==> src/rtl/line_pkg.sv <==
package line_pkg;
  localparam int XW        = 10;
  localparam int YW        = 9;
  localparam int FRAC_W    = 15;
  localparam int SLOPE_W   = FRAC_W + 1;
  localparam int ACC_W     = FRAC_W + 3;
  localparam int OFF_W     = 15;
  localparam int HALF_STEP = 1 << (FRAC_W - 1);
  localparam int FULL_STEP = 1 << FRAC_W;

  typedef enum logic [2:0] {
    ST_IDLE,
    ST_SETUP,
    ST_DIV,
    ST_DRAW,
    ST_FLUSH,
    ST_HOLD
  } ln_state_e;
endpackage

==> src/rtl/line_slope_div.sv <==
module line_slope_div #(
  parameter int NW = 10,
  parameter int QW = 16
) (
  input  logic          clk,
  input  logic          rst_n,
  input  logic          load_i,
  input  logic          step_i,
  input  logic [NW-1:0] minor_i,
  input  logic [NW-1:0] major_i,
  output logic [QW-1:0] quot_o
);
  logic [NW-1:0] rem_q, rem_d;
  logic [NW-1:0] den_q, den_d;
  logic [QW-1:0] dvd_q, dvd_d;
  logic [QW-1:0] quot_q, quot_d;
  logic [NW:0]   trial;
  logic          ge;

  // restoring division of (minor << (QW-1)) by major, one quotient bit per step
  always_comb begin
    trial  = {rem_q, dvd_q[QW-1]};
    ge     = (trial >= {1'b0, den_q});
    rem_d  = rem_q;
    den_d  = den_q;
    dvd_d  = dvd_q;
    quot_d = quot_q;
    if (load_i) begin
      rem_d  = minor_i >> 1;
      den_d  = major_i;
      dvd_d  = {minor_i[0], {(QW-1){1'b0}}};
      quot_d = '0;
    end else if (step_i) begin
      rem_d  = ge ? NW'(trial - {1'b0, den_q}) : trial[NW-1:0];
      dvd_d  = {dvd_q[QW-2:0], 1'b0};
      quot_d = {quot_q[QW-2:0], ge};
    end
  end

  always_ff @(posedge clk or negedge rst_n) begin
    if (!rst_n) begin
      rem_q  <= '0;
      den_q  <= '0;
      dvd_q  <= '0;
      quot_q <= '0;
    end else if (load_i || step_i) begin
      rem_q  <= rem_d;
      den_q  <= den_d;
      dvd_q  <= dvd_d;
      quot_q <= quot_d;
    end
  end

  assign quot_o = quot_q;

  // the partial remainder stays below the divisor, else the quotient overflows
  p_rem_bound_r6: assert property (@(posedge clk) disable iff (!rst_n)
    (step_i && den_q != '0) |-> (rem_q < den_q));
endmodule

==> src/rtl/line_addr_map.sv <==
module line_addr_map #(
  parameter int ADDR_W    = 15,
  parameter int ROW_BYTES = 80,
  parameter int XW        = 10,
  parameter int YW        = 9,
  parameter int OFF_W     = 15
) (
  input  logic [XW-1:0]     x_i,
  input  logic [YW-1:0]     y_i,
  input  logic [OFF_W-1:0]  off_i,
  output logic [ADDR_W-1:0] addr_o,
  output logic [7:0]        bit_o
);
  // arithmetic kept to ADDR_W bits gives the modulo wrap for free
  always_comb begin
    addr_o = ADDR_W'(y_i) * ADDR_W'(ROW_BYTES)
           + ADDR_W'(x_i >> 3)
           + ADDR_W'(off_i);
    bit_o  = 8'h80 >> x_i[2:0];
  end
endmodule

==> src/rtl/line_byte_merge.sv <==
module line_byte_merge #(
  parameter int ADDR_W = 15,
  parameter int REQ_W  = 11
) (
  input  logic              clk,
  input  logic              rst_n,
  input  logic              clr_i,
  input  logic              pix_vld_i,
  input  logic [ADDR_W-1:0] pix_addr_i,
  input  logic [7:0]        pix_bits_i,
  input  logic              fin_i,
  output logic              req_vld_o,
  output logic [ADDR_W-1:0] req_addr_o,
  output logic [7:0]        req_mask_o,
  output logic              pend_o,
  output logic [REQ_W-1:0]  nreq_o
);
  logic [ADDR_W-1:0] cur_addr_q, cur_addr_d;
  logic [7:0]        cur_mask_q, cur_mask_d;
  logic [REQ_W-1:0]  nreq_q, nreq_d;
  logic              emit;
  logic              req_vld_q;
  logic [ADDR_W-1:0] req_addr_q;
  logic [7:0]        req_mask_q;

  assign pend_o = (cur_mask_q != 8'h00);

  always_comb begin
    emit       = 1'b0;
    cur_addr_d = cur_addr_q;
    cur_mask_d = cur_mask_q;
    nreq_d     = nreq_q;
    if (clr_i) begin
      cur_addr_d = '0;
      cur_mask_d = 8'h00;
      nreq_d     = '0;
    end else if (pix_vld_i) begin
      if (pix_addr_i != cur_addr_q) begin
        emit       = pend_o;
        cur_addr_d = pix_addr_i;
        cur_mask_d = pix_bits_i;
      end else begin
        cur_mask_d = cur_mask_q | pix_bits_i;
      end
    end else if (fin_i) begin
      emit       = pend_o;
      cur_mask_d = 8'h00;
    end
    if (emit) nreq_d = nreq_q + 1'b1;
  end

  always_ff @(posedge clk or negedge rst_n) begin
    if (!rst_n) begin
      cur_addr_q <= '0;
      cur_mask_q <= 8'h00;
      nreq_q     <= '0;
      req_vld_q  <= 1'b0;
      req_addr_q <= '0;
      req_mask_q <= 8'h00;
    end else begin
      cur_addr_q <= cur_addr_d;
      cur_mask_q <= cur_mask_d;
      nreq_q     <= nreq_d;
      req_vld_q  <= emit;
      if (emit) begin
        req_addr_q <= cur_addr_q;
        req_mask_q <= cur_mask_q;
      end
    end
  end

  assign req_vld_o  = req_vld_q;
  assign req_addr_o = req_addr_q;
  assign req_mask_o = req_mask_q;
  assign nreq_o     = nreq_q;

  // an issued request always paints at least one pixel
  p_mask_nonzero_r7: assert property (@(posedge clk) disable iff (!rst_n)
    req_vld_o |-> (req_mask_o != 8'h00));
  // a pending merged byte is issued by the end-of-line flush
  p_flush_emits_r7: assert property (@(posedge clk) disable iff (!rst_n)
    (fin_i && !clr_i && !pix_vld_i && pend_o) |=> req_vld_o);
endmodule

==> src/rtl/line_draw_engine.sv <==
module line_draw_engine
  import line_pkg::*;
#(
  parameter int SCR_W        = 640,
  parameter int ADDR_W       = 15,
  parameter int BUSY_PER_REQ = 2
) (
  input  logic              clk,
  input  logic              rst_n,
  input  logic              start_i,
  input  logic [9:0]        x_start_i,
  input  logic [8:0]        y_start_i,
  input  logic [9:0]        x_end_i,
  input  logic [8:0]        y_end_i,
  input  logic [15:0]       style_i,
  input  logic [7:0]        offs_hi_i,
  input  logic [7:0]        offs_lo_i,
  output logic              req_valid_o,
  output logic [ADDR_W-1:0] req_addr_o,
  output logic [7:0]        req_mask_o,
  output logic              busy_o
);
  localparam int ROW_BYTES = SCR_W / 8;
  localparam int REQ_W     = XW + 1;
  localparam int HOLD_W    = $clog2((1 << XW) * BUSY_PER_REQ + 1);
  localparam int DC_W      = $clog2(SLOPE_W);
  localparam logic signed [ACC_W-1:0] HALF_S = ACC_W'(HALF_STEP);
  localparam logic signed [ACC_W-1:0] FULL_S = ACC_W'(FULL_STEP);

  ln_state_e         state_q, state_d;
  logic [XW-1:0]     x_q, x_d, xe_q;
  logic [YW-1:0]     y_q, y_d, ye_q;
  logic [15:0]       pat_q, pat_d;
  logic [OFF_W-1:0]  off_q;
  logic              xmaj_q, xneg_q, yneg_q;
  logic [XW-1:0]     cnt_q, cnt_d;
  logic [DC_W-1:0]   divc_q, divc_d;
  logic signed [ACC_W-1:0] acc_q, acc_d, sum;
  logic [HOLD_W-1:0] hold_q, hold_d, hold_load;

  logic              lat_en, setup_en, div_step, step_en, pix_vld, fin;
  logic [XW-1:0]     dxa, dya, maj, mnr;
  logic              xmaj_c, mstep;
  logic [SLOPE_W-1:0] slope;
  logic [ADDR_W-1:0] pix_addr;
  logic [7:0]        pix_bit, pix_bits;
  logic              pend;
  logic [REQ_W-1:0]  nreq, tot;

  // setup geometry from the latched endpoints
  always_comb begin
    dxa    = (xe_q >= x_q) ? (xe_q - x_q) : (x_q - xe_q);
    dya    = XW'((ye_q >= y_q) ? (ye_q - y_q) : (y_q - ye_q));
    xmaj_c = (dxa >= dya);
    maj    = xmaj_c ? dxa : dya;
    mnr    = xmaj_c ? dya : dxa;
  end

  line_slope_div #(.NW(XW), .QW(SLOPE_W)) u_div (
    .clk     (clk),
    .rst_n   (rst_n),
    .load_i  (setup_en),
    .step_i  (div_step),
    .minor_i (mnr),
    .major_i (maj),
    .quot_o  (slope)
  );

  line_addr_map #(
    .ADDR_W(ADDR_W), .ROW_BYTES(ROW_BYTES), .XW(XW), .YW(YW), .OFF_W(OFF_W)
  ) u_map (
    .x_i    (x_q),
    .y_i    (y_q),
    .off_i  (off_q),
    .addr_o (pix_addr),
    .bit_o  (pix_bit)
  );

  assign pix_bits = pat_q[15] ? pix_bit : 8'h00;

  line_byte_merge #(.ADDR_W(ADDR_W), .REQ_W(REQ_W)) u_merge (
    .clk        (clk),
    .rst_n      (rst_n),
    .clr_i      (setup_en),
    .pix_vld_i  (pix_vld),
    .pix_addr_i (pix_addr),
    .pix_bits_i (pix_bits),
    .fin_i      (fin),
    .req_vld_o  (req_valid_o),
    .req_addr_o (req_addr_o),
    .req_mask_o (req_mask_o),
    .pend_o     (pend),
    .nreq_o     (nreq)
  );

  assign tot       = nreq + REQ_W'(pend);
  assign hold_load = HOLD_W'(tot) * HOLD_W'(BUSY_PER_REQ);

  // sequencing
  always_comb begin
    state_d  = state_q;
    lat_en   = 1'b0;
    setup_en = 1'b0;
    div_step = 1'b0;
    step_en  = 1'b0;
    pix_vld  = 1'b0;
    fin      = 1'b0;
    divc_d   = divc_q;
    cnt_d    = cnt_q;
    hold_d   = hold_q;
    unique case (state_q)
      ST_IDLE: if (start_i) begin
        lat_en  = 1'b1;
        state_d = ST_SETUP;
      end
      ST_SETUP: begin
        setup_en = 1'b1;
        divc_d   = DC_W'(SLOPE_W - 1);
        cnt_d    = maj;
        state_d  = ST_DIV;
      end
      ST_DIV: begin
        div_step = 1'b1;
        if (divc_q == '0) state_d = ST_DRAW;
        else divc_d = divc_q - 1'b1;
      end
      ST_DRAW: begin
        pix_vld = 1'b1;
        step_en = 1'b1;
        if (cnt_q == '0) state_d = ST_FLUSH;
        else cnt_d = cnt_q - 1'b1;
      end
      ST_FLUSH: begin
        fin     = 1'b1;
        hold_d  = hold_load;
        state_d = (hold_load == '0) ? ST_IDLE : ST_HOLD;
      end
      ST_HOLD: begin
        if (hold_q <= HOLD_W'(1)) begin
          hold_d  = '0;
          state_d = ST_IDLE;
        end else begin
          hold_d = hold_q - 1'b1;
        end
      end
      default: state_d = ST_IDLE;
    endcase
  end

  // fixed-point stepper and pattern rotation
  always_comb begin
    sum   = acc_q + $signed({{(ACC_W-SLOPE_W){1'b0}}, slope});
    mstep = (sum > HALF_S);
    x_d   = x_q;
    y_d   = y_q;
    acc_d = acc_q;
    pat_d = pat_q;
    if (lat_en) begin
      x_d   = x_start_i;
      y_d   = y_start_i;
      pat_d = style_i;
    end else if (setup_en) begin
      acc_d = '0;
    end else if (step_en) begin
      if (xmaj_q || mstep) x_d = xneg_q ? (x_q - 1'b1) : (x_q + 1'b1);
      if (!xmaj_q || mstep) y_d = yneg_q ? (y_q - 1'b1) : (y_q + 1'b1);
      acc_d = mstep ? (sum - FULL_S) : sum;
      pat_d = {pat_q[14:0], pat_q[15]};
    end
  end

  always_ff @(posedge clk or negedge rst_n) begin
    if (!rst_n) begin
      state_q <= ST_IDLE;
      x_q     <= '0;
      y_q     <= '0;
      xe_q    <= '0;
      ye_q    <= '0;
      pat_q   <= '0;
      off_q   <= '0;
      xmaj_q  <= 1'b0;
      xneg_q  <= 1'b0;
      yneg_q  <= 1'b0;
      cnt_q   <= '0;
      divc_q  <= '0;
      acc_q   <= '0;
      hold_q  <= '0;
    end else begin
      state_q <= state_d;
      x_q     <= x_d;
      y_q     <= y_d;
      pat_q   <= pat_d;
      acc_q   <= acc_d;
      cnt_q   <= cnt_d;
      divc_q  <= divc_d;
      hold_q  <= hold_d;
      if (lat_en) begin
        xe_q  <= x_end_i;
        ye_q  <= y_end_i;
        off_q <= {offs_hi_i[5:0], offs_lo_i, 1'b0};
      end
      if (setup_en) begin
        xmaj_q <= xmaj_c;
        xneg_q <= (xe_q < x_q);
        yneg_q <= (ye_q < y_q);
      end
    end
  end

  assign busy_o = (state_q != ST_IDLE);

  // a run in progress never re-enters setup
  p_restart_blocked_r2: assert property (@(posedge clk) disable iff (!rst_n)
    (state_q != ST_IDLE) |=> (state_q != ST_SETUP));
  // requests appear only while busy is held
  p_req_in_busy_r9: assert property (@(posedge clk) disable iff (!rst_n)
    req_valid_o |-> busy_o);
  // hold window counts down one per cycle
  p_hold_countdown_r9: assert property (@(posedge clk) disable iff (!rst_n)
    (state_q == ST_HOLD && hold_q > HOLD_W'(1)) |=>
      (state_q == ST_HOLD && hold_q == $past(hold_q) - 1'b1));
  // the walk takes one pixel per cycle until the step count is spent
  p_draw_runs_r10: assert property (@(posedge clk) disable iff (!rst_n)
    (state_q == ST_DRAW && cnt_q != '0) |=>
      (state_q == ST_DRAW && cnt_q == $past(cnt_q) - 1'b1));
endmodule

==> config.mk <==
export PLATFORM = sky130hd
export DESIGN_NAME = line_draw_engine
export DESIGN_NICKNAME = d
export VERILOG_FILES = /design/src/rtl/line_pkg.sv /design/src/rtl/line_slope_div.sv /design/src/rtl/line_addr_map.sv /design/src/rtl/line_byte_merge.sv /design/src/rtl/line_draw_engine.sv
export SDC_FILE = /design/constraint.sdc
export NUM_CORES = 1
export LEC_CHECK = 0
export BUFFER_PORTS_ARGS = -buffer_cell sky130_fd_sc_hd__buf_2
export CAP_MARGIN = 20
export CORE_MARGIN = 2
export CORE_UTILIZATION = 60
export DETAILED_ROUTE_END_ITERATION = 16
export HOLD_SLACK_MARGIN = 0.06
export PLACE_DENSITY = 0.81
export SLEW_MARGIN = 20
export SYNTH_ARGS = -nofsm -noshare
export SYNTH_HDL_FRONTEND = slang
export SYNTH_SLANG_ARGS = --single-unit
==> constraint.sdc <==
create_clock -name clk -period 8.3 [get_ports clk]
set_clock_uncertainty 0.05 [all_clocks]
set_input_delay 0.415 -clock clk [delete_from_list [all_inputs] [get_ports clk]]
set_output_delay 0.415 -clock clk [all_outputs]
set_load 0.005 [all_outputs]
# Word level (Yosys, flattened, before mapping)
# Index checks and enable logic that the tools add are counted.
[classes] addsub=18 shift=1 n_mul=1 n_mux=59 eq_ne=13 bitwise_logic=2 reduce_logical=31 magnitude_cmp=8
[op_table] op="10-bit 2-to-1 mux" n=13
[op_table] op="16-bit 2-to-1 mux" n=7
[op_table] op="18-bit 2-to-1 mux" n=3
[op_table] op="15-bit 2-to-1 mux" n=3
[op_table] op="9-bit 2-to-1 mux" n=5
[op_table] op="8-bit 2-to-1 mux" n=5
[op_table] op="10-bit subtractor" n=3
[op_table] op="12-bit one-hot mux with 2 select lines" n=1
[op_table] op="11-bit 2-to-1 mux" n=2
[op_table] op="10-bit >= comparator" n=2
[op_table] op="10-bit one-hot mux with 2 select lines" n=1
[op_table] op="2-bit nonzero test" n=10
[op_table] op="10-bit by 1-bit subtractor with 10-bit output, second input constant" n=2
[op_table] op="9-bit by 9-bit subtractor with 10-bit output" n=2
[op_table] op="18-bit by 17-bit adder with 18-bit output" n=1
[op_table] op="18-bit by 16-bit > comparator with 1-bit output, second input constant" n=1
[op_table] op="3-bit one-hot mux with 6 select lines" n=1
[op_table] op="18-bit by 17-bit subtractor with 18-bit output, second input constant" n=1
[op_table] op="15-bit adder" n=1
[op_table] op="15-bit by 7-bit adder with 15-bit output" n=1
[op_table] op="3-bit 2-to-1 mux" n=5
[op_table] op="15-bit != test" n=1
[op_table] op="2-bit != test, second input constant" n=7
[op_table] op="2-bit AND reduction" n=7
[op_table] op="other kinds (33)" n=48
[word_totals] wordCells=157 regBits=228 input_bits=73

# Depth between registers and ports, before layout
# Gate-level depths: netlist of run 1.
[depth] depth_word=8 ltp_mapped=24 mapped_depth_nobuf=22

# By module
# Synthesis of run 1 repeated with hierarchy kept, for this count alone.
[unflattened] cells_unflattened=1669 area_unflattened_um2=15134.5
[modules_own_cells] module="line_draw_engine" instances=1 cells_per_inst=1088 area_each_um2=9111.2
[modules_own_cells] module="line_byte_merge" instances=1 cells_per_inst=217 area_each_um2=2651.3
[modules_own_cells] module="line_slope_div" instances=1 cells_per_inst=224 area_each_um2=2124.5
[modules_own_cells] module="line_addr_map" instances=1 cells_per_inst=140 area_each_um2=1247.4

# Least setup slack after synthesis of run 1
# No wires, ideal clock.
[synth_path] path_type="register -> register" startpoint="register y_q[6]" endpoint="register u_div.rem_q[8]" t_arrival_ns=4.751 path_stages_with_launch=23 setup_ns=0.077 path_buffers=3 required_ns=8.173 setup_slack_ns=3.422 cell_sequence="dfrtp_1 -> ha_1 -> clkbuf_1 -> and3_1 -> nand2_1 -> o221ai_1 -> o22a_1 -> buf_2 -> mux2_2 -> a21oi_1 -> o21ai_0 -> xnor2_1 -> inv_1 -> ha_1 -> o211ai_1 -> nor2_1 -> a221oi_1 -> o21ai_1 -> clkbuf_1 -> nor2_1 -> a222oi_1 -> o31ai_1 -> a21oi_1"
[synth_via] elab_chain_cells=5
[synth_lines] element="from (decl)" line_no="line_draw_engine.sv:32" text="logic [YW-1:0] y_q, y_d, ye_q;"
[synth_lines] element="from (signal assigned)" line_no="line_draw_engine.sv:191" text="y_q <= y_d;"
[synth_lines] element="9-bit by 9-bit subtractor with 10-bit output or 9-bit >= comparator (tied branches)" line_no="line_draw_engine.sv:53" text="dya = XW'((ye_q >= y_q) ? (ye_q - y_q) : (y_q - ye_q));"
[synth_lines] element="10-bit 2-to-1 mux *" line_no="line_draw_engine.sv:53"
[synth_lines] element="10-bit >= comparator" line_no="line_draw_engine.sv:54" text="xmaj_c = (dxa >= dya);"
[synth_lines] element="10-bit 2-to-1 mux *" line_no="line_draw_engine.sv:56" text="mnr = xmaj_c ? dya : dxa;"
[synth_lines] element="10-bit 2-to-1 mux *" line_no="line_slope_div.sv:28" text="if (load_i) begin"
[synth_lines] element="to (signal assigned)" line_no="line_slope_div.sv:47" text="rem_q <= rem_d;"
[synth_lines] element="to (decl)" line_no="line_slope_div.sv:13" text="logic [NW-1:0] rem_q, rem_d;"
# Every way passes the cells marked *; elsewhere a longest branch is shown, timed or not.
# A chain may end at the register's enable or synchronous reset.

# Worst setup path after layout of run 1
[layout_path] startpoint="register x_q[1]" endpoint="register u_div.rem_q[8]"
[layout_via] elab_chain_cells=5
[layout_lines] element="from (decl)" line_no="line_draw_engine.sv:31" text="logic [XW-1:0] x_q, x_d, xe_q;"
[layout_lines] element="from (signal assigned)" line_no="line_draw_engine.sv:175" text="x_q <= '0;"
[layout_lines] element="from (signal assigned)" line_no="line_draw_engine.sv:190" text="x_q <= x_d;"
[layout_lines] element="10-bit subtractor or 10-bit >= comparator (tied branches)" line_no="line_draw_engine.sv:52" text="dxa = (xe_q >= x_q) ? (xe_q - x_q) : (x_q - xe_q);"
[layout_lines] element="10-bit 2-to-1 mux *" line_no="line_draw_engine.sv:52"
[layout_lines] element="10-bit >= comparator" line_no="line_draw_engine.sv:54"
[layout_lines] element="10-bit 2-to-1 mux *" line_no="line_draw_engine.sv:56"
[layout_lines] element="10-bit 2-to-1 mux *" line_no="line_slope_div.sv:28"
# Marks and branches as above.

==> results of run 1 <==
==> stage by stage <==
stage / instance area [sq um] / util / setup slack [ns] / hold slack (ns) / instances
floorplan: 14900 / - / 3.42 / 0.0694 / 1667
global route: 16700 / 0.688 / 2.01 / 0.0769 / 2102
detailed placement: 15600 / 0.643 / 2.43 / 0.419 / 2029
CTS: 16700 / 0.688 / 2.41 / 0.0612 / 2102
global placement: 15600 / 0.643 / 2.61 / 0.411 / 2029
finish: 16700 / 0.688 / 2.24 / 0.0792 / 2102
==> layout make-up <==
cell class | count | area [sq um]
clock buffers | 29 | 661
clock inverters | 14 | 153
fillers | 1807 | 7580
inverters | 112 | 420
multi-input cells | 1267 | 8850
flip-flops and latches | 213 | 5330
well taps | 324 | 405
repair buffers | 143 | 921
==> path summary, 6_finish.rpt <==
check | to | startpoint | cells past startpoint
min reg2reg | acc_q[12]$_DFFE_PN0P_ | acc_q[12]$_DFFE_PN0P_ | 2
max | u_div.rem_q[8]$_DFFE_PN0N_ | x_q[1]$_DFFE_PN0P_ | 20
min | x_q[2]$_DFFE_PN0P_ | x_start_i[2] | 3
max in group asynchronous | u_div.quot_o[1]$_DFFE_PN0N_ | rst_n | 3
max reg2reg | u_div.rem_q[8]$_DFFE_PN0N_ | x_q[1]$_DFFE_PN0P_ | 20
min in group asynchronous | u_div.quot_o[11]$_DFFE_PN0N_ | rst_n | 2
==> routing by layer <==
metal	vias up	GRT usage	wire [microns]
li1	6123	-	-
met3	83	0.0429	1930
met1	6221	0.377	16300
met4	0	0.0950	1170
met2	387	0.488	18000
met5	-	0	0
==> cells in the mapped netlist, types with 10 or more instances <==
cell      number
nand2_1      217
dfrtp_1      213
ha_1         132
nor2_1       125
o21ai_0      117
inv_1        112
a21oi_1       87
clkbuf_1      60
a21o_1        51
xnor2_1       51
mux2i_1       42
mux2_2        31
o22ai_1       30
xor2_1        29
nor3_1        26
a22o_1        25
nand3_1       21
a211oi_1      20
nand4_1       18
and3_1        16
o31ai_1       16
nor2b_1       14
fa_1          13
nand2b_1      13
a31oi_1       12
and2_1        12
nor4_1        12
buf_2         10
o21a_1        10
==> registers in the layout, indices dropped and copies added (netlist names), 9 cells and up <==
register	count
acc_q	18
cnt_q	10
hold_q	12
off_q	14
pat_q	16
u_div.den_q	10
u_div.quot_o	16
u_div.rem_q	10
u_merge.cur_addr_q	15
u_merge.nreq_o	11
u_merge.req_addr_o	15
x_q	10
xe_q	10
y_q	9
ye_q	9
==> what timing repair did <==
action,4_1_cts,5_1_grt
hold buffers,30,0
endpoints found under the setup margin,0,0
endpoints found under the hold margin,118,0
==> worst min-delay path, cell delays in order <==
cell,delay (ns)
buf_2,0.10
nand2_1,0.04
o21ai_0,0.06
==> cell families (layout without fill, tap and decap cells) <==
logic type / Yosys count / count (layout) / share of synthesized area
adders and majority gates: 145 / 145 / 0.128
and+or+nand+nor: 510 / 510 / 0.156
muxes: 73 / 73 / 0.0516
xor gates and xnor gates: 84 / 84 / 0.0531
buffers and inverters: 187 / 298 / 0.0492
DFF: 213 / 213 / 0.358
AOI/OAI and AO/OA: 455 / 455 / 0.204
==> flow_summary_export.csv, run 1 <==
group,metric,value,unit
sta,tns,0,ns
cts,clkSinkCount,213,
grt,grt_start_max_net_pins,92,
finish,drive_gt1_frac,0.116,
grt,grt_overflow,0,
grt,grt_pass1_vias,12600,
finish,final_cell_mix,"217 x nand2_1, 213 x dfrtp_1, 132 x ha_1, 123 x nor2_1, 117 x o21ai_0",
placement,hpwl,26000,microns
cts,cts.clk_slew.worst_paths,0.06,ns
critical_path,startpoint_type,"register",
placement,globalplace.congestion,0.914,
sta,slew_headroom,0.356,
sta,worst_slew_pin_slew,0.966,ns
critical_path,cp-end-kind,"register",
critical_path,worstPathCellList,"inv_1 > fa_1 > a21o_1 > a21oi_1 > o22ai_1 > o22ai_1 > and2_1 > mux2i_1 > inv_1 > ha_1 > a21o_1 > a21o_1 > a211o_1 > a221oi_1 > o21ai_2 > buf_4 > and2_1 > a222oi_1 > o31ai_1 > a21oi_1",
cts,htree_levels,1,
route,num_vias,12800,
route,drcViolationCount,0,
critical_path,cp_max_fo,28,
sta,min_period,6.06,ns
synth,synth_edf_count,0,
synth,synth-seq-cells,213,
synth,syn_area,0.0149,sq mm
synth,yosysTopAreaCell,"dfrtp_1",
cts,cts_resized,0,
critical_path,cp.required,8.71,ns
synth,synthArstFlopShare,1.00,
synth,postSynthAreaPerCell,8.94,sq um
floorplan,std_cell_rows,57,
floorplan,die_x,162,microns
synth,syn_nets,1885,
critical_path,slowest_delay,0.55,ns
route,via_per_inst,6.10,
critical_path,reg2reg_slack,2.24,ns
cts,cts_made_buffers,24,
job,maxCapViolations,0,
route,totalWireLength,37400,microns
route,wl_per_cell,17.8,microns
synth,synthTopCellsByArea,"dfrtp_1 36%, ha_1 11%, nand2_1 5.5%",
floorplan,initial_core_util,0.613,
grt,grt_usage,0.287,
cts,cts_root_buf,"clkbuf_16",
grt,grt_pass1_wl,61700,microns
status,outcome,"finished clean",
sta,drv_slew,0,
finish,diodes,0,
route,drtIter0Drc,849,
critical_path,slowest_stage,"dfrtp_1",
synth,ys_seq_area_frac,0.358,
cts,worstSkewPairLatency,0.53,ns
finish,syn2layout_area_growth,12.3,%
cts,clock_path_buffers,3,
sta,hold_violations,0,
grt,antenna_found_initial,0,
finish,fin_nets,1979,
route,detail-route-antenna-nets,0,
floorplan,die_y,162,microns
synth,synth_cell_types,79,
min_path,min_path_type,"in2reg",
sta,fmax,0.165,GHz
sta,rsz0062_at_grt,"no",
sta,setup_viol,0,
sta,min_period_over_period,0.730,
route,first_pass_iters,5,
finish,final_common_cell,"nand2_1",
critical_path,crit_path_frequent_cell,"a21o_1",
floorplan,ios,98,
critical_path,crit_type,"reg2reg",
floorplan,core_region_area,0.0243,sq mm
cts,postCtsSetupBuffers,0,
critical_path,crit_buf_inv,3,
floorplan,die_area,0.0261,sq mm
critical_path,path_delay_family,"compound AO/OA/AOI/OAI gates",
cts,cts_tree,"built",
placement,port_buffers,95,
synth,postSynthCellCount,1667,
critical_path,worst-endpoint-arrival,6.47,ns
synth,synth_warnings,0,
synth,synth_top_area_frac,0.358,
synth,synth_flop_cell,"dfrtp_1",
Power of run 1 is not shown: default switching activity piles up to over one toggle a cycle in this logic, so the estimate is an artifact.
==> run 2: changes to the inputs <==
--- a/config.mk
+++ b/config.mk
@@ -8,10 +8,10 @@
 export BUFFER_PORTS_ARGS = -buffer_cell sky130_fd_sc_hd__buf_2
 export CAP_MARGIN = 20
 export CORE_MARGIN = 2
-export CORE_UTILIZATION = 60
+export CORE_UTILIZATION = 56
 export DETAILED_ROUTE_END_ITERATION = 16
 export HOLD_SLACK_MARGIN = 0.06
-export PLACE_DENSITY = 0.81
+export PLACE_DENSITY = 0.8
 export SLEW_MARGIN = 20
 export SYNTH_ARGS = -nofsm -noshare
 export SYNTH_HDL_FRONTEND = slang
==> constraint.sdc (replaced) <==
create_clock -name clk -period 4.9 [get_ports clk]
set_clock_uncertainty 0.05 [all_clocks]
set_input_delay 0.245 -clock clk [delete_from_list [all_inputs] [get_ports clk]]
set_output_delay 0.245 -clock clk [all_outputs]
set_load 0.005 [all_outputs]
==> flow_summary_export.csv, run 2 (synthesized netlist as in run 1, its figures left out) <==
group,metric,value,unit
status,outcome,"finished clean",
cts,cts_root_buf,"clkbuf_16",
floorplan,initial_core_util,0.572,
critical_path,worst-endpoint-arrival,5.15,ns
finish,seqCellArea,0.00533,sq mm
sta,worst_slew_pin_slew,1.34,ns
critical_path,worstSetupStartpoint,"y_q[3]$_DFFE_PN0P_",
floorplan,die_area,0.0279,sq mm
job,maxCapViolations,0,
critical_path,crit_type,"reg2reg",
finish,final_common_cell,"nand2_1",
route,detail-route-antenna-nets,0,
route,drtIter0Drc,1081,
critical_path,startpoint_type,"register",
finish,instances_no_fill,2218,
sta,slew_headroom,0.101,
grt,grt_pass1_wl,67400,microns
sta,setup_viol,0,
finish,top_register,"acc_q",
finish,fillers,1884,
sta,hold_violations,0,
floorplan,die_x,167,microns
placement,place_ws,-0.166,ns
route,wl_per_cell,19.0,microns
grt,grt_overflow,0,
sta,fmax,0.209,GHz
finish,syn2layout_area_growth,21.2,%
floorplan,std_cell_rows,59,
min_path,min_path_type,"in2reg",
finish,fin_nets,2081,
cts,clkSinkCount,213,
floorplan,ios,98,
placement,hpwl,27300,microns
sta,min_period,4.78,ns
finish,drive_gt1_frac,0.164,
route,via_per_inst,6.13,
floorplan,die_y,167,microns
cts,cts_tree,"built",
finish,final_cell_mix,"215 x nand2_1, 213 x dfrtp_1, 126 x ha_1, 122 x nor2_1, 114 x o21ai_0",
sta,min_period_over_period,0.975,
cts,htree_levels,1,
finish,multi_input_area,0.00919,sq mm
grt,grt_usage,0.292,
critical_path,cp.required,5.27,ns
sta,drv_slew,0,
placement,dp_cells,2079,
critical_path,cp-end-kind,"register",
grt,grt_start_max_net_pins,115,
cts,cts_made_buffers,26,
placement,port_buffers,95,
finish,largest_reg_flops,18,
critical_path,r2r_start,"y_q[3]$_DFFE_PN0P_",
sta,setup_ws,0.120,ns
cts,clock_path_buffers,3,
floorplan,core_region_area,0.0261,sq mm
cts,worstSkewPairLatency,0.54,ns
grt,grt_pass1_vias,13500,
grt,antenna_found_initial,1,
placement,globalplace.congestion,0.900,
route,drcViolationCount,0,
cts,cts.clk_slew.worst_paths,0.06,ns
route,first_pass_iters,7,
route,totalWireLength,42200,microns
critical_path,cp_max_fo,8,
min_path,hold_start,"start_i",
route,num_vias,13600,
## run 2: routing by layer
| metal | up-vias | share of wire | GRT usage |
|---|---|---|---|
| li1 | 6352 | - | - |
| met1 | 6540 | 0.42 | 0.379 |
| met2 | 566 | 0.49 | 0.500 |
| met3 | 139 | 0.060 | 0.0381 |
| met4 | 0 | 0.037 | 0.110 |
| met5 | - | 0 | 0 |
## run 2: final timing paths
kind | slack (ns) | depth (start not counted) | end
hold reg to reg | 0.43 | 2 | u_div.den_q[7]$_DFFE_PN0P_
setup / recovery | 0.12 | 16 | u_merge.nreq_o[9]$_DFFE_PN0P_
max in group asynchronous | 3.42 | 3 | acc_q[12]$_DFFE_PN0P_
min in group asynchronous | 0.33 | 2 | u_div.rem_q[9]$_DFFE_PN0N_
hold / removal | 0.18 | 5 | state_q[0]$_DFFE_PN0P_
setup reg to reg | 0.12 | 16 | u_merge.nreq_o[9]$_DFFE_PN0P_
## run 2: through the flow
stage	util	area [sq um]	TNS (ns)	hold WS, ns
floorplan	-	14900	0	-0.101
global placement	0.612	16000	-1.85	0.335
detailed placement	0.612	16000	-4.24	0.340
CTS	0.677	17600	0	0.156
global route	0.693	18100	-0.132	0.223
finish	0.693	18100	0	0.181
## run 2: area by class of cell
cell class,instances,area share
Inverter,112,0.0233
Clock buffer,36,0.0426
Tap cell,335,0.0232
Timing Repair Buffer,236,0.0973
Clock inverter,11,0.00929
Multi-Input combinational cell,1274,0.509
Sequential cell,213,0.295
Antenna cell,1,0.000139
## run 2: worst max-delay path, cell delays in order (launching register included)
cell and delay [ns]:
dfrtp_1 0.40, ha_1 0.32, ha_1 0.36, and3_1 0.17, a221o_1 0.36, nor2_2 0.16
xnor2_1 0.15, ha_1 0.26, ha_1 0.33, buf_4 0.14, xnor3_1 0.43, or4b_4 0.57
nor4_4 0.26, buf_6 0.22, nor2_2 0.10, buf_6 0.22, a41o_1 0.17
## run 2: what timing repair did
action	4_1_cts	5_1_grt
endpoints found under the setup margin	35	80
gates cloned	2	5
setup buffers	0	15
hold buffers	69	0
hold endpoints to repair	181	0
pin swaps	4	20
resized for setup	10	52
Power of run 2 is left out for the same reason.
==> run 3: changes to the inputs <==
--- a/config.mk
+++ b/config.mk
@@ -8,10 +8,11 @@
 export BUFFER_PORTS_ARGS = -buffer_cell sky130_fd_sc_hd__buf_2
 export CAP_MARGIN = 20
 export CORE_MARGIN = 2
-export CORE_UTILIZATION = 56
+export CORE_UTILIZATION = 60
+export CTS_CLUSTER_SIZE = 28
 export DETAILED_ROUTE_END_ITERATION = 16
 export HOLD_SLACK_MARGIN = 0.06
-export PLACE_DENSITY = 0.8
+export PLACE_DENSITY = 0.81
 export SLEW_MARGIN = 20
 export SYNTH_ARGS = -nofsm -noshare
 export SYNTH_HDL_FRONTEND = slang
==> constraint.sdc (replaced) <==
create_clock -name clk -period 4.66 [get_ports clk]
set_clock_uncertainty 0.05 [all_clocks]
set_input_delay 0.233 -clock clk [delete_from_list [all_inputs] [get_ports clk]]
set_output_delay 0.233 -clock clk [all_outputs]
set_load 0.005 [all_outputs]
==> flow_summary_export.csv, run 3 (synthesized netlist as in run 1, its figures left out) <==
group,metric,value,unit
status,outcome,"complete, but fails checks",
status,violations,"setup timing",
sta,fmax,0.207,GHz
finish,multi_input_area,0.00957,sq mm
sta,rsz0062_at_grt,"yes",
floorplan,core_region_area,0.0243,sq mm
job,maxCapViolations,0,
placement,hpwl,27800,microns
grt,grt_usage,0.334,
cts,worstSkewPairLatency,0.55,ns
critical_path,startpoint_type,"register",
floorplan,ios,98,
min_path,whs_endpoint,"state_q[1]$_DFFE_PN0P_",
grt,grt_start_max_net_pins,132,
finish,final_cell_mix,"213 x nand2_1, 211 x dfrtp_1, 119 x ha_1, 117 x nor2_1, 113 x buf_4",
route,totalWireLength,47600,microns
route,drtIter0Drc,1353,
critical_path,cp.required,5.08,ns
finish,fin_nets,2137,
sta,setup_viol,51,
floorplan,die_x,162,microns
critical_path,cp_max_fo,6,
cts,clock_path_buffers,3,
finish,drive_gt1_frac,0.217,
critical_path,r2r-end,"u_merge.cur_mask_q[7]$_DFFE_PN0P_",
grt,grt_pass1_wl,70900,microns
finish,syn2layout_area_growth,26.4,%
min_path,hold_start,"start_i",
cts,htree_levels,1,
sta,drv_slew,0,
placement,place_ws,-0.447,ns
min_path,hold_depth,6,
critical_path,ff2ff_path_depth,21,
cts,cts_tree,"built",
finish,fillers,1479,
sta,min_period_over_period,1.04,
sta,slew_headroom,0.262,
finish,final_common_cell,"nand2_1",
sta,min_period,4.83,ns
finish,seqCellArea,0.00533,sq mm
finish,largest_reg_flops,18,
cts,cts_root_buf,"clkbuf_16",
route,num_vias,14500,
critical_path,worst-endpoint-arrival,5.25,ns
route,via_per_inst,6.41,
sta,worst_slew_pin_slew,1.10,ns
route,first_pass_iters,6,
critical_path,cp-end-kind,"register",
critical_path,reg2reg_slack,-0.17,ns
floorplan,std_cell_rows,57,
route,wl_per_cell,21.1,microns
floorplan,initial_core_util,0.613,
critical_path,r2r_start,"y_q[5]$_DFFE_PN0P_",
cts,cts.clk_slew.worst_paths,0.07,ns
placement,globalplace.congestion,0.887,
cts,cts_made_buffers,24,
grt,grt_overflow,0,
sta,setup_ws,-0.175,ns
floorplan,die_y,162,microns
route,drcViolationCount,0,
grt,grt_pass1_vias,14100,
floorplan,die_area,0.0261,sq mm
placement,port_buffers,95,
critical_path,crit_type,"reg2reg",
min_path,min_path_type,"in2reg",
finish,top_register,"acc_q",
cts,clkSinkCount,213,
route,detail-route-antenna-nets,0,
grt,antenna_found_initial,1,
sta,hold_violations,0,
## run 3: critical path: stages, from the launching register on
cell and delay [ns]:
dfrtp_1 0.45, ha_1 0.34, ha_1 0.33, and3_1 0.20, a221o_1 0.36, nor2_2 0.11
xnor2_1 0.13, ha_1 0.29, ha_4 0.27, nor2_2 0.15, inv_1 0.05, a21oi_1 0.23
a31oi_1 0.11, xnor2_1 0.37, xnor2_2 0.19, nor4_4 0.34, buf_4 0.17, buf_6 0.11
a21oi_4 0.06, nor2_1 0.13, buf_4 0.17, a32o_1 0.14
## run 3: area by class of cell
type | count | share of cell area
Sequential cell | 213 | 0.283
Tap cell | 324 | 0.0215
Timing Repair Buffer | 294 | 0.119
Antenna cell | 1 | 0.000133
Multi-Input combinational cell | 1274 | 0.508
Clock inverter | 10 | 0.00963
Inverter | 112 | 0.0226
Clock buffer | 31 | 0.0365
## run 3: layer usage
layer	global-route usage	vias to the layer above	share of wire
met1	0.429	6990	0.38
met4	0.135	0	0.055
met3	0.0434	225	0.075
met2	0.573	803	0.49
li1	-	6455	-
met5	0	-	0
## run 3: how the worst max path moves through the flow
stage / start / endpoint / slack (ns) / depth (start not counted)
after floorplan: y_q[1]$_DFFE_PN0P_ / u_merge.req_mask_o[2]$_DFFE_PN0P_ / 0.003 / 19
after global placement: y_q[3]$_DFFE_PN0P_ / u_merge.req_addr_o[9]$_DFFE_PN0P_ / -0.32 / 20
after detailed placement: y_q[1]$_DFFE_PN0P_ / u_merge.nreq_o[10]$_DFFE_PN0P_ / -0.45 / 21
after CTS: y_q[3]$_DFFE_PN0P_ / u_merge.req_addr_o[4]$_DFFE_PN0P_ / 0.002 / 19
after global routing: y_q[0]$_DFFE_PN0P_ / u_merge.cur_mask_q[1]$_DFFE_PN0P_ / -0.23 / 21
final: y_q[5]$_DFFE_PN0P_ / u_merge.cur_mask_q[7]$_DFFE_PN0P_ / -0.17 / 21
## run 3: through the flow
stage,instance area (sq um),instances,setup TNS [ns],util,hold slack (ns)
floorplan,14900,1667,0,-,-0.113
global placement,16300,2111,-13.31,0.669,0.372
detailed placement,16300,2111,-15.48,0.669,0.375
CTS,18100,2230,0,0.744,0.158
global route,18800,2259,-6.62,0.775,0.200
finish,18800,2259,-4.20,0.775,0.163
## run 3: timing repair
item                                    CTS  global route
endpoints found under the setup margin   79            84
hold endpoints to repair                198             0
pin swaps                                11            66
setup buffers                             4            26
hold buffers                             69             0
cloned                                    6             2
resized for setup                        41           102
Power of run 3 is left out for the same reason.
